### config.mk
export PLATFORM = sky130hd
export DESIGN_NAME = dma_chain_port
export DESIGN_NICKNAME = d
export VERILOG_FILES = /design/src/rtl/dma_chain_pkg.sv /design/src/rtl/dma_chain_arb.sv /design/src/rtl/dma_read_seq.sv /design/src/rtl/dma_chain_port.sv
export SDC_FILE = /design/constraint.sdc
export NUM_CORES = 1
export LEC_CHECK = 0
export BUFFER_PORTS_ARGS = -buffer_cell sky130_fd_sc_hd__buf_2
export CORE_MARGIN = 2
export CORE_UTILIZATION = 27
export CTS_CLUSTER_SIZE = 40
export DETAILED_ROUTE_END_ITERATION = 10
export PLACE_DENSITY_LB_ADDON = 0.3
export SLEW_MARGIN = 25
export SYNTH_ARGS = -nofsm -noshare
export SYNTH_HDL_FRONTEND = slang
export SYNTH_SLANG_ARGS = --single-unit
### constraint.sdc
create_clock -name clk -period 4 [get_ports clk]
set_input_delay 0.2 -clock clk [delete_from_list [all_inputs] [get_ports clk]]
set_output_delay 0.2 -clock clk [all_outputs]
set_load 0.03 [all_outputs]
### src/rtl/dma_chain_pkg.sv
package dma_chain_pkg;

  typedef enum logic [1:0] {
    RD_IDLE = 2'd0,
    RD_ADDR = 2'd1,
    RD_DATA = 2'd2,
    RD_LAST = 2'd3
  } rd_state_t;

endpackage

### src/rtl/dma_chain_arb.sv
module dma_chain_arb (
  input  logic clk,
  input  logic rst_n,
  input  logic want_i,
  input  logic yield_i,
  input  logic eng_idle_i,
  input  logic bus_req_n_i,
  input  logic grant_in_i,
  output logic req_drive_o,
  output logic grant_out_o,
  output logic granted_o
);

  logic req_q;
  logic req_d;
  logic release_c;
  logic raise_c;
  logic req_en;

  assign release_c = yield_i && eng_idle_i;
  assign raise_c   = want_i && bus_req_n_i;

  always_comb begin
    req_d  = req_q;
    req_en = 1'b0;
    if (req_q) begin
      if (release_c) begin
        req_d  = 1'b0;
        req_en = 1'b1;
      end
    end else if (raise_c) begin
      req_d  = 1'b1;
      req_en = 1'b1;
    end
  end

  always_ff @(posedge clk or negedge rst_n) begin
    if (!rst_n) begin
      req_q <= 1'b0;
    end else if (req_en) begin
      req_q <= req_d;
    end
  end

  assign req_drive_o = req_q;
  assign grant_out_o = grant_in_i && !req_q;
  assign granted_o   = grant_in_i && req_q;

  AST_REQ_ON_FREE_LINE: assert property (@(posedge clk) disable iff (!rst_n)
    $rose(req_q) |-> $past(bus_req_n_i));

endmodule

### src/rtl/dma_read_seq.sv
module dma_read_seq
  import dma_chain_pkg::*;
#(
  parameter int AW = 24,
  parameter int DW = 32
) (
  input  logic          clk,
  input  logic          rst_n,
  input  logic          start_i,
  input  logic [AW-1:0] addr_i,
  input  logic          half_i,
  input  logic [DW-1:0] bus_data_i,
  input  logic          wait_n_i,
  input  logic          err_n_i,
  output logic          ras_n_o,
  output logic          rds_n_o,
  output logic          addr_oe_o,
  output logic [AW-1:0] addr_o,
  output logic          half_o,
  output logic          idle_o,
  output logic          done_o,
  output logic [DW-1:0] data_o,
  output logic          err_o
);

  rd_state_t     state_q, state_d;
  logic [AW-1:0] addr_q;
  logic          half_q;
  logic [DW-1:0] data_q;
  logic          err_q;
  logic          done_q;
  logic          strobe_c;
  logic          last_c;

  assign strobe_c = (state_q == RD_DATA) || (state_q == RD_LAST);
  assign last_c   = (state_q == RD_LAST);

  always_comb begin
    state_d = state_q;
    case (state_q)
      RD_IDLE: if (start_i)  state_d = RD_ADDR;
      RD_ADDR:               state_d = RD_DATA;
      RD_DATA: if (wait_n_i) state_d = RD_LAST;
      RD_LAST:               state_d = RD_IDLE;
      default:               state_d = RD_IDLE;
    endcase
  end

  always_ff @(posedge clk or negedge rst_n) begin
    if (!rst_n) begin
      state_q <= RD_IDLE;
    end else begin
      state_q <= state_d;
    end
  end

  always_ff @(posedge clk or negedge rst_n) begin
    if (!rst_n) begin
      addr_q <= '0;
      half_q <= 1'b0;
    end else if (start_i && (state_q == RD_IDLE)) begin
      addr_q <= addr_i;
      half_q <= half_i;
    end
  end

  always_ff @(posedge clk or negedge rst_n) begin
    if (!rst_n) begin
      data_q <= '0;
    end else if (strobe_c) begin
      data_q <= bus_data_i;
    end
  end

  always_ff @(posedge clk or negedge rst_n) begin
    if (!rst_n) begin
      err_q <= 1'b0;
    end else if (last_c) begin
      err_q <= !err_n_i;
    end
  end

  always_ff @(posedge clk or negedge rst_n) begin
    if (!rst_n) begin
      done_q <= 1'b0;
    end else begin
      done_q <= last_c;
    end
  end

  assign ras_n_o   = !(state_q == RD_ADDR);
  assign rds_n_o   = !strobe_c;
  assign addr_oe_o = (state_q == RD_ADDR);
  assign addr_o    = addr_q;
  assign half_o    = half_q;
  assign idle_o    = (state_q == RD_IDLE);
  assign done_o    = done_q;
  assign data_o    = data_q;
  assign err_o     = err_q;

  AST_ADDR_ONE_CYCLE: assert property (@(posedge clk) disable iff (!rst_n)
    !ras_n_o |=> (ras_n_o && !rds_n_o));

  AST_RELEASE_AFTER_WAIT: assert property (@(posedge clk) disable iff (!rst_n)
    $rose(rds_n_o) |-> $past(wait_n_i));

  AST_DONE_SINGLE: assert property (@(posedge clk) disable iff (!rst_n)
    done_q |=> !done_q);

endmodule

### src/rtl/dma_chain_port.sv
module dma_chain_port #(
  parameter int AW = 24,
  parameter int DW = 32
) (
  input  logic          clk,
  input  logic          rst_n,
  input  logic          want_i,
  input  logic          yield_i,
  input  logic          rd_go_i,
  input  logic [AW-1:0] rd_addr_i,
  input  logic          rd_half_i,
  output logic          rd_ready_o,
  output logic          granted_o,
  output logic          done_o,
  output logic [DW-1:0] done_data_o,
  output logic          done_err_o,
  input  logic          bus_req_n_i,
  output logic          req_drive_o,
  input  logic          grant_in_i,
  output logic          grant_out_o,
  output logic          ras_n_o,
  output logic          rds_n_o,
  output logic          addr_oe_o,
  output logic [AW-1:0] addr_o,
  output logic          half_o,
  input  logic [DW-1:0] bus_data_i,
  input  logic          wait_n_i,
  input  logic          err_n_i
);

  logic eng_idle;
  logic own_bus;
  logic start_c;

  dma_chain_arb u_arb (
    .clk         (clk),
    .rst_n       (rst_n),
    .want_i      (want_i),
    .yield_i     (yield_i),
    .eng_idle_i  (eng_idle),
    .bus_req_n_i (bus_req_n_i),
    .grant_in_i  (grant_in_i),
    .req_drive_o (req_drive_o),
    .grant_out_o (grant_out_o),
    .granted_o   (own_bus)
  );

  assign start_c    = rd_go_i && own_bus && eng_idle;
  assign rd_ready_o = own_bus && eng_idle;
  assign granted_o  = own_bus;

  dma_read_seq #(.AW(AW), .DW(DW)) u_seq (
    .clk        (clk),
    .rst_n      (rst_n),
    .start_i    (start_c),
    .addr_i     (rd_addr_i),
    .half_i     (rd_half_i),
    .bus_data_i (bus_data_i),
    .wait_n_i   (wait_n_i),
    .err_n_i    (err_n_i),
    .ras_n_o    (ras_n_o),
    .rds_n_o    (rds_n_o),
    .addr_oe_o  (addr_oe_o),
    .addr_o     (addr_o),
    .half_o     (half_o),
    .idle_o     (eng_idle),
    .done_o     (done_o),
    .data_o     (done_data_o),
    .err_o      (done_err_o)
  );

  AST_GO_IGNORED: assert property (@(posedge clk) disable iff (!rst_n)
    (rd_go_i && !rd_ready_o) |=> ras_n_o);

  AST_HOLD_WHILE_BUSY: assert property (@(posedge clk) disable iff (!rst_n)
    !eng_idle |-> req_drive_o);

endmodule

# [Word level (Yosys, flattened, before mapping)]
# Cells that the tools add are included.
[totals] register_bits=62 out_inout_bits=66 elab_cells=35
[classes] n_eq_ne=5 n_mux=8 n_reduce_logical=15
[ops] operator="1-bit logical AND" count=8
[ops] operator="2-bit one-hot mux with 4 select lines" count=1
[ops] operator="1-bit two-way mux" count=5
[ops] operator="2-bit equality test, second input constant" count=2
[ops] operator="1-bit zero test" count=4
[ops] operator="2-bit two-way mux" count=2
[ops] operator="2-bit by 1-bit equality test with 1-bit output, second input constant" count=1
[ops] operator="2-bit zero test" count=1
[ops] operator="2-bit by 1-bit != test with 1-bit output, second input constant" count=1
[ops] operator="2-bit != test, second input constant" count=1
[ops] operator="2-bit AND reduction" count=1
[ops] operator="1-bit logical OR" count=1

# [Logic depth before layout (Yosys ltp)]
# Gate-level depths: netlist of the first run.
[depth] word_depth=5 mapped_depth=6 ltp_nobuf=5

# [By module]
# A second synthesis of the first run with hierarchy kept.
[unflattened] hier_cells=147 hier_area_um2=2432.3
[by_module_without_submodules] mod="dma_read_seq" n_inst=1 cells_each=140 area_per_inst_um2=2369.8
[by_module_without_submodules] mod="dma_chain_arb" n_inst=1 cells_each=5 area_per_inst_um2=50.0
[by_module_without_submodules] mod="dma_chain_port" n_inst=1 cells_each=2 area_per_inst_um2=12.5

# [Worst setup path before layout of the first run]
# OpenSTA, ideal clock, no wires.
[synth_path] path_type="reg2reg" start="reg u_seq.state_q[0]" end="reg u_seq.data_q[0] (netlist: u_seq.data_o[0])" setup_ns=0.125 arrival_time_ns=1.549 required_time_ns=3.875 setup_slack_ns=2.326 stages_incl_launch_ff=6 path_buffers=1 period_less_slack_ns=1.674 cell_sequence="dfrtp_1 -> inv_1 -> ha_1 -> nor2_2 -> buf_2 -> mux2_2"
[synth_between] elab_chain_len=2
[synth_rtl] element="start: declaration" line_no="dma_read_seq.sv:26" source="rd_state_t state_q, state_d;"
[synth_rtl] element="start signal: assignment" line_no="dma_read_seq.sv:53" source="state_q <= state_d;"
[synth_rtl] element="2-bit equality test" line_no="dma_read_seq.sv:35" source="assign strobe_c = (state_q == RD_DATA) || (state_q == RD_LAST);"
[synth_rtl] element="1-bit logical OR *" line_no="dma_read_seq.sv:35"
[synth_rtl] element="end signal: assignment" line_no="dma_read_seq.sv:71" source="data_q <= bus_data_i;"
[synth_rtl] element="end: declaration" line_no="dma_read_seq.sv:29" source="logic [DW-1:0] data_q;"
# Mark *: on every way between the ends. The rest lies on a longest branch, timed or not.
# A chain may end at the register's enable or synchronous reset.

# [Final worst setup path of the first run]
[layout_path] start="reg u_seq.state_q[0]" end="out rds_n_o"
[layout_between] elab_chain_len=3
[layout_rtl] element="2-bit equality test" line_no="dma_read_seq.sv:35"
[layout_rtl] element="1-bit logical OR *" line_no="dma_read_seq.sv:35"
[layout_rtl] element="1-bit zero test *" line_no="dma_read_seq.sv:92" source="assign rds_n_o = !strobe_c;"
[layout_rtl] element="end: declaration" line_no="dma_chain_port.sv:22" source="output logic rds_n_o,"
# Marks and branches as above.

==> results of run 1 <==
-- flip-flops by register name (all words and copies together), names as in the netlist --
register           flops
u_seq.data_o          32
u_seq.addr_o          24
u_seq.state_q          2
u_arb.req_drive_o      1
u_seq.done_o           1
u_seq.err_o            1
u_seq.half_o           1
-- report_power, final --
part           total [W]  switching (W)  internal [W]  leakage, nW
sequential       0.00111       0.000161      0.000952        0.734
combinational    0.00180        0.00108      0.000719        0.984
clock           0.000473       0.000234      0.000239       0.0861
-- kinds of logic (layout without fill, tap and decap cells) --
logic type	after synthesis	count (layout)
adders and majority gates	5	5
buffers and inverters	9	154
muxes	59	59
AOI/OAI and AO/OA	4	4
and+or+nand+nor	9	9
DFF	62	62
-- worst paths after layout --
check                              endpoint  slack, ps  depth (start not counted)
max reg2reg                 u_seq.addr_o[2]       2270                          5
min in group asynchronous  u_seq.state_q[0]        440                          2
min reg2reg                u_seq.data_o[10]        500                          1
max                                 rds_n_o       1990                          5
min                             u_seq.err_o         50                          2
max in group asynchronous  u_seq.data_o[10]       2680                          3
-- per-stage QoR --
step / setup slack, ps / hold slack [ps] / cells / utilization, % / power [W]
detailed placement: 2240 / 287 / 387 / 35.7 / 0.00294
CTS: 1940 / 29.0 / 404 / 37.6 / 0.00344
floorplan: 2330 / -95.6 / 148 / - / 0.00246
global route: 1830 / 44.2 / 404 / 37.6 / 0.00360
global placement: 2280 / 288 / 387 / 35.7 / 0.00292
finish: 1990 / 48.4 / 404 / 37.6 / 0.00338
-- cell type report --
type	count	share of cell area, %
flip-flops and latches	62	45.1
multi-input cells	77	25.8
repair buffers	134	19.8
clock buffers	12	4.22
well taps	111	4.03
clock inverters	4	0.654
inverters	4	0.436
-- worst reg2reg max path, delay by kind of cell (launching register included) --
kind	cells	cell delay, ps
buffers and inverters	1	90
DFF	1	390
and+or+nand+nor	2	500
muxes	1	390
adders and majority gates	1	240
-- per-layer routing --
| metal | vias to the layer above | global-route usage (%) |
|---|---|---|
| met1 | 812 | 12.3 |
| met3 | 9 | 4.32 |
| met4 | 0 | 4.74 |
| met2 | 72 | 16.5 |
| li1 | 791 | - |
| met5 | - | 0 |
-- timing repair --
action,CTS,global route
hold buffers,1,0
buffers inserted,0,0
hold endpoints to repair,29,0
-- cell usage in the layout (no fill, tap or decap), drive strengths merged --
cell type	instances
and2	1
clkinvlp	1
ha	5
nand3	1
a2bb2oi	1
a31oi	1
inv	4
dlygate4sd3	1
nand2	2
and3	1
mux2	58
dfrtp	62
mux2i	1
buf	133
clkinv	3
nor2b	1
nor2	2
a21oi	2
clkbuf	12
and2b	1
==> metrics, run 1 <==
dpl cell area 3270 um^2; worst setup path category reg -> out; Synth area leader dfrtp_1; cts repair resizes 0; critical path's slowest cell dfrtp_1; initial core utilization 27.4%; post-route antenna net violation count 0; DR vias/cell 4.17; H-tree Lvls 3; peak supply drop 0.421 mV; via count of the first global-routing pass 1723; Synth Area in Adders 2.49%; Die ar. 10100 um^2; final period utilization 50.1%; Max Used Layer met4; grt total ovfl 0; Crit. Startpoint u_seq.state_q[0]; Seq/Total Area, Yosys 61.8%; count leader, synth dfrtp_1; final hold violation count 0; P&R area growth vs syn 37.1%; worst hold path type in -> reg; initial antenna violation count 0; largest family of logic cells by synthesized area multiplexers; LEAKAGE 1.80 nW; synth top area cells dfrtp_1 62%, mux2_2 17%, mux2_4 12%, ha_1 2.5%, buf_12 1.6%; final setup violation count 0; CTS Buffer Depth 2; Worst Path Max Fanout 33; Reg clk slew, reported paths 70 ps; ratio of cells with drive above 1 in the final layout 71.7%; 1st-pass router iterations 2; setup tns final 0 ps; number of max-cap violations 0; # rows 35; Worst-Margin Slew 669 ps; filler cell count 901; Post-Route WL 5050 um; via count 1684; met2 wire len 2530 um; post-DP HPWL 3690 um; largest net degree at the start of global routing 34; Worst EP arrival 1810 ps; Post-Synth Simple-Gate Area 2.54%; routed wl met3 402 um; critical path launch point type flip-flop; post-synthesis mux area share 29.4%; Buffers on Ports 131; Syn Std Cell Area 2510 um^2; Post-Synth XOR/XNOR Area 0%; die width 100 um; Core Box Area 9150 um^2; Die Ht 100 um; routed length per instance 12.5 um; Rel. slew slack 55.4%; DRC viols 0; GRT Total Usage 10.4%; worst-skew pair later-pin latency 330 ps; DRT iter0 DRCs 30; status complete, no violations; RD Place Congestion 0.728; RSZ-0062 raised after global routing false; worst r2r src u_seq.state_q[0]; syn avg cell area 17.0 um^2; fmax 499 MHz; count of unique library cells instantiated by Yosys 20; I/O pin cnt 132; multi-input logic area 890 um^2; Synth Area in Compound Gates 0.997%; Synth top area share 61.8%; Gate Count Post-Synth 148; Async SR Flop Fraction 100%; Num CTS Buffers 9; cell family with most CP delay buffers and inverters; nets@finish 359; Worst Path Required 3800 ps; clk sinks 62; Worst Min Path Start err_n_i; Worst Setup End Kind output pin; final instance area 3440 um^2; Register Area 1550 um^2; Post-synth top cells 62 x dfrtp_1, 38 x mux2_2, 20 x mux2_4; Seq cells post-synth 62; CTS tree built; final antenna diode count 0; number of synthesized flops with an enable pin 0; WL met1 2060 um; Post-Synthesis Net Count 219; crit-path max cell delay 390 ps; CTS Root Cell clkbuf_8; Final min period 2010 ps; first-pass GRT wire length 8050 um; PD cells 982 nW/um^2; Pins Over Slew Limit 0; predominant post-synthesis flop cell dfrtp_1; crit path cell chain inv_1 > ha_1 > nor2_2 > buf_4 > buf_2; skew final 6.63 ps; CP bufs+invs 3; Synth warnings 0
Power figures use the tool's default switching activity.
==> run 2: changes to the inputs <==
- ABC_AREA: unset -> 1
- clock period: 4 -> 1.7 ns (I/O delays scaled with it)
==> metrics, run 2 <==
number of max-cap violations 0 (unchanged); Post-Synth XOR/XNOR Area 0% (unchanged); final antenna diode count 0 (unchanged); Syn Std Cell Area 2550 um^2 (was 2510 um^2); Buffers on Ports 131 (unchanged); 1st-pass router iterations 6 (was 2); Seq cells post-synth 62 (unchanged); CTS Buffer Depth 2 (unchanged); die width 101 um (was 100 um); Synth warnings 0 (unchanged); H-tree Lvls 3 (unchanged); worst-skew pair later-pin latency 330 ps (about the same); initial core utilization 27.7% (was 27.4%); final instance area 4160 um^2 (was 3440 um^2); Core Box Area 9200 um^2 (was 9150 um^2); predominant post-synthesis flop cell dfrtp_1 (unchanged); peak supply drop 0.671 mV (was 0.421 mV); final period utilization 92.9%; Worst Path Max Fanout 13 (was 33); Worst Setup End Kind output pin (unchanged); Rel. slew slack 76.2% (was 55.4%); Worst EP arrival 1490 ps (was 1810 ps); largest family of logic cells by synthesized area simple AND/OR/NAND/NOR gates (was multiplexers); via count of the first global-routing pass 2538 (was 1723); Die ar. 10200 um^2 (was 10100 um^2); Post-Route WL 7510 um (was 5050 um); LEAKAGE 2.25 nW (was 1.80 nW); Gate Count Post-Synth 280 (was 148); PD cells 1960 nW/um^2 (was 982 nW/um^2); CTS Root Cell clkbuf_8 (unchanged); post-synthesis mux area share 0% (was 29.4%); Worst-Margin Slew 357 ps (was 669 ps); Synth Area in Adders 2.45% (was 2.49%); Reg clk slew, reported paths 60 ps (was 70 ps); hold path depth 3 (was 2); Post-Synth Simple-Gate Area 20.8% (was 2.54%); Final min period 1580 ps; count of unique library cells instantiated by Yosys 19 (was 20); worst hold path type in -> reg (unchanged); DR vias/cell 4.31 (was 4.17); syn avg cell area 9.10 um^2 (was 17.0 um^2); number of flip-flops under the largest register name 32 (unchanged); final hold violation count 0 (unchanged); P&R area growth vs syn 63.0% (was 37.1%); CTS tree built (unchanged); # rows 35 (unchanged); Synth Area in Compound Gates 11.8% (was 0.997%); largest net degree at the start of global routing 63 (was 34); status complete, no violations (unchanged); clk sinks 62 (unchanged); number of synthesized flops with an enable pin 0 (unchanged); post-DP HPWL 4610 um (was 3690 um); Seq/Total Area, Yosys 60.9% (was 61.8%); post-route antenna net violation count 0 (unchanged); Post-synth top cells 122 x nand2_1, 62 x dfrtp_1, 56 x o21ai_0 (was 62 x dfrtp_1, 38 x mux2_2, 20 x mux2_4); Worst R2R Path Depth 6 (was 5); Synth top area share 60.9% (was 61.8%); I/O pin cnt 132 (unchanged); Synth area leader dfrtp_1 (unchanged); Pins Over Slew Limit 0 (unchanged); commonest cells after routing, fill and taps aside 130 x buf_2, 122 x nand2_1, 62 x dfrtp_1 (was 131 x buf_2, 62 x dfrtp_1, 38 x mux2_2); skew final 8.09 ps (was 6.63 ps); Async SR Flop Fraction 100% (unchanged); Post-Synthesis Net Count 351 (was 219); first-pass GRT wire length 11800 um (was 8050 um); RD Place Congestion 0.747 (was 0.728); count leader, synth nand2_1 (was dfrtp_1); routed length per instance 12.7 um (was 12.5 um); nets@finish 548 (was 359); DRC viols 0 (unchanged); ratio of cells with drive above 1 in the final layout 33.4% (was 71.7%); Num CTS Buffers 9 (unchanged); grt total ovfl 0 (unchanged); synth top area cells dfrtp_1 61%, nand2_1 18%, o21ai_0 11%, ha_1 2.5%, clkbuf_1 1.2% (was dfrtp_1 62%, mux2_2 17%, mux2_4 12%, ha_1 2.5%, buf_12 1.6%); Worst Path Required 1620 ps (was 3800 ps); final setup violation count 0 (unchanged); GRT Total Usage 14.6% (was 10.4%); most common cell after layout, fill and taps aside buf_2 (unchanged); worst setup path category reg -> out (unchanged); Die Ht 101 um (was 100 um); DRT iter0 DRCs 79 (was 30); critical path launch point type flip-flop (unchanged); via count 2553 (was 1684); fmax 633 MHz; initial antenna violation count 0 (unchanged); Post-Route Utilization 45.2% (was 37.6%); dpl cell area 3340 um^2 (was 3270 um^2)
-- run 2: power by group --
group | leakage [nW] | internal, W | switching [W]
clock | 0.0904 | 0.000674 | 0.000548
sequential | 0.764 | 0.00220 | 0.000374
combinational | 1.40 | 0.00132 | 0.00303
total | 2.25 | 0.00419 | 0.00395
-- run 2: layer usage --
metal  GRT usage (%)  wire, um  up-vias
met5               0         0        -
met4            5.82       126        0
met3            3.52       432       11
met2            24.8      3640       87
met1            18.0      3310     1166
li1                -         -     1289
-- run 2: area by class of cell --
class,count,area [um^2]
clock inverter,4,47.5
clock buffer,12,135
timing repair buffer,201,1350
multi-input combinational,196,903
inverter,7,28.8
tap,111,139
sequential,62,1550
fill,878,5040
-- run 2: worst max-delay path, cell delays in order, from the launching register on --
cell,delay (ps)
dfrtp_1,410
inv_1,110
ha_2,230
inv_4,90
nor2_1,120
clkbuf_4,200
-- run 2: logic make-up after synthesis --
logic type,after synthesis
AO/OA/AOI/OAI,60
flip-flops,62
buffers and inverters,22
AND/OR/NAND/NOR,131
adder cells (fa/ha/maj),5
-- run 2: repair_timing --
item                                    in CTS  in global routing
pin swaps                                    0                  0
gates cloned                                 1                  0
setup buffers                                1                  0
hold buffers                                60                  0
gates resized for setup                      3                  5
endpoints found under the setup margin       1                  2
endpoints found under the hold margin      121                  0
-- run 2: final timing paths --
kind | startpoint | end | slack, ps
max in group asynchronous | rst_n | u_seq.state_q[1] | 1130
hold / removal | bus_req_n_i | u_arb.req_drive_o | 80
setup / recovery | u_seq.state_q[1] | rd_ready_o | 120
setup reg to reg | u_seq.state_q[1] | u_seq.addr_o[1] | 270
hold reg to reg | u_seq.data_o[6] | u_seq.data_o[6] | 470
min in group asynchronous | rst_n | u_seq.data_o[6] | 300
-- run 2: through the flow --
step	instances	hold slack, ps	power (W)	TNS (ps)	setup slack, ps
after floorplan	280	-211	0.00543	0	233
after global placement	515	123	0.00671	0	260
after detailed placement	515	129	0.00676	0	176
after CTS	593	49.9	0.00822	0	16.8
after global routing	593	123	0.00880	-1.48	-1.48
final	593	83.8	0.00814	0	121
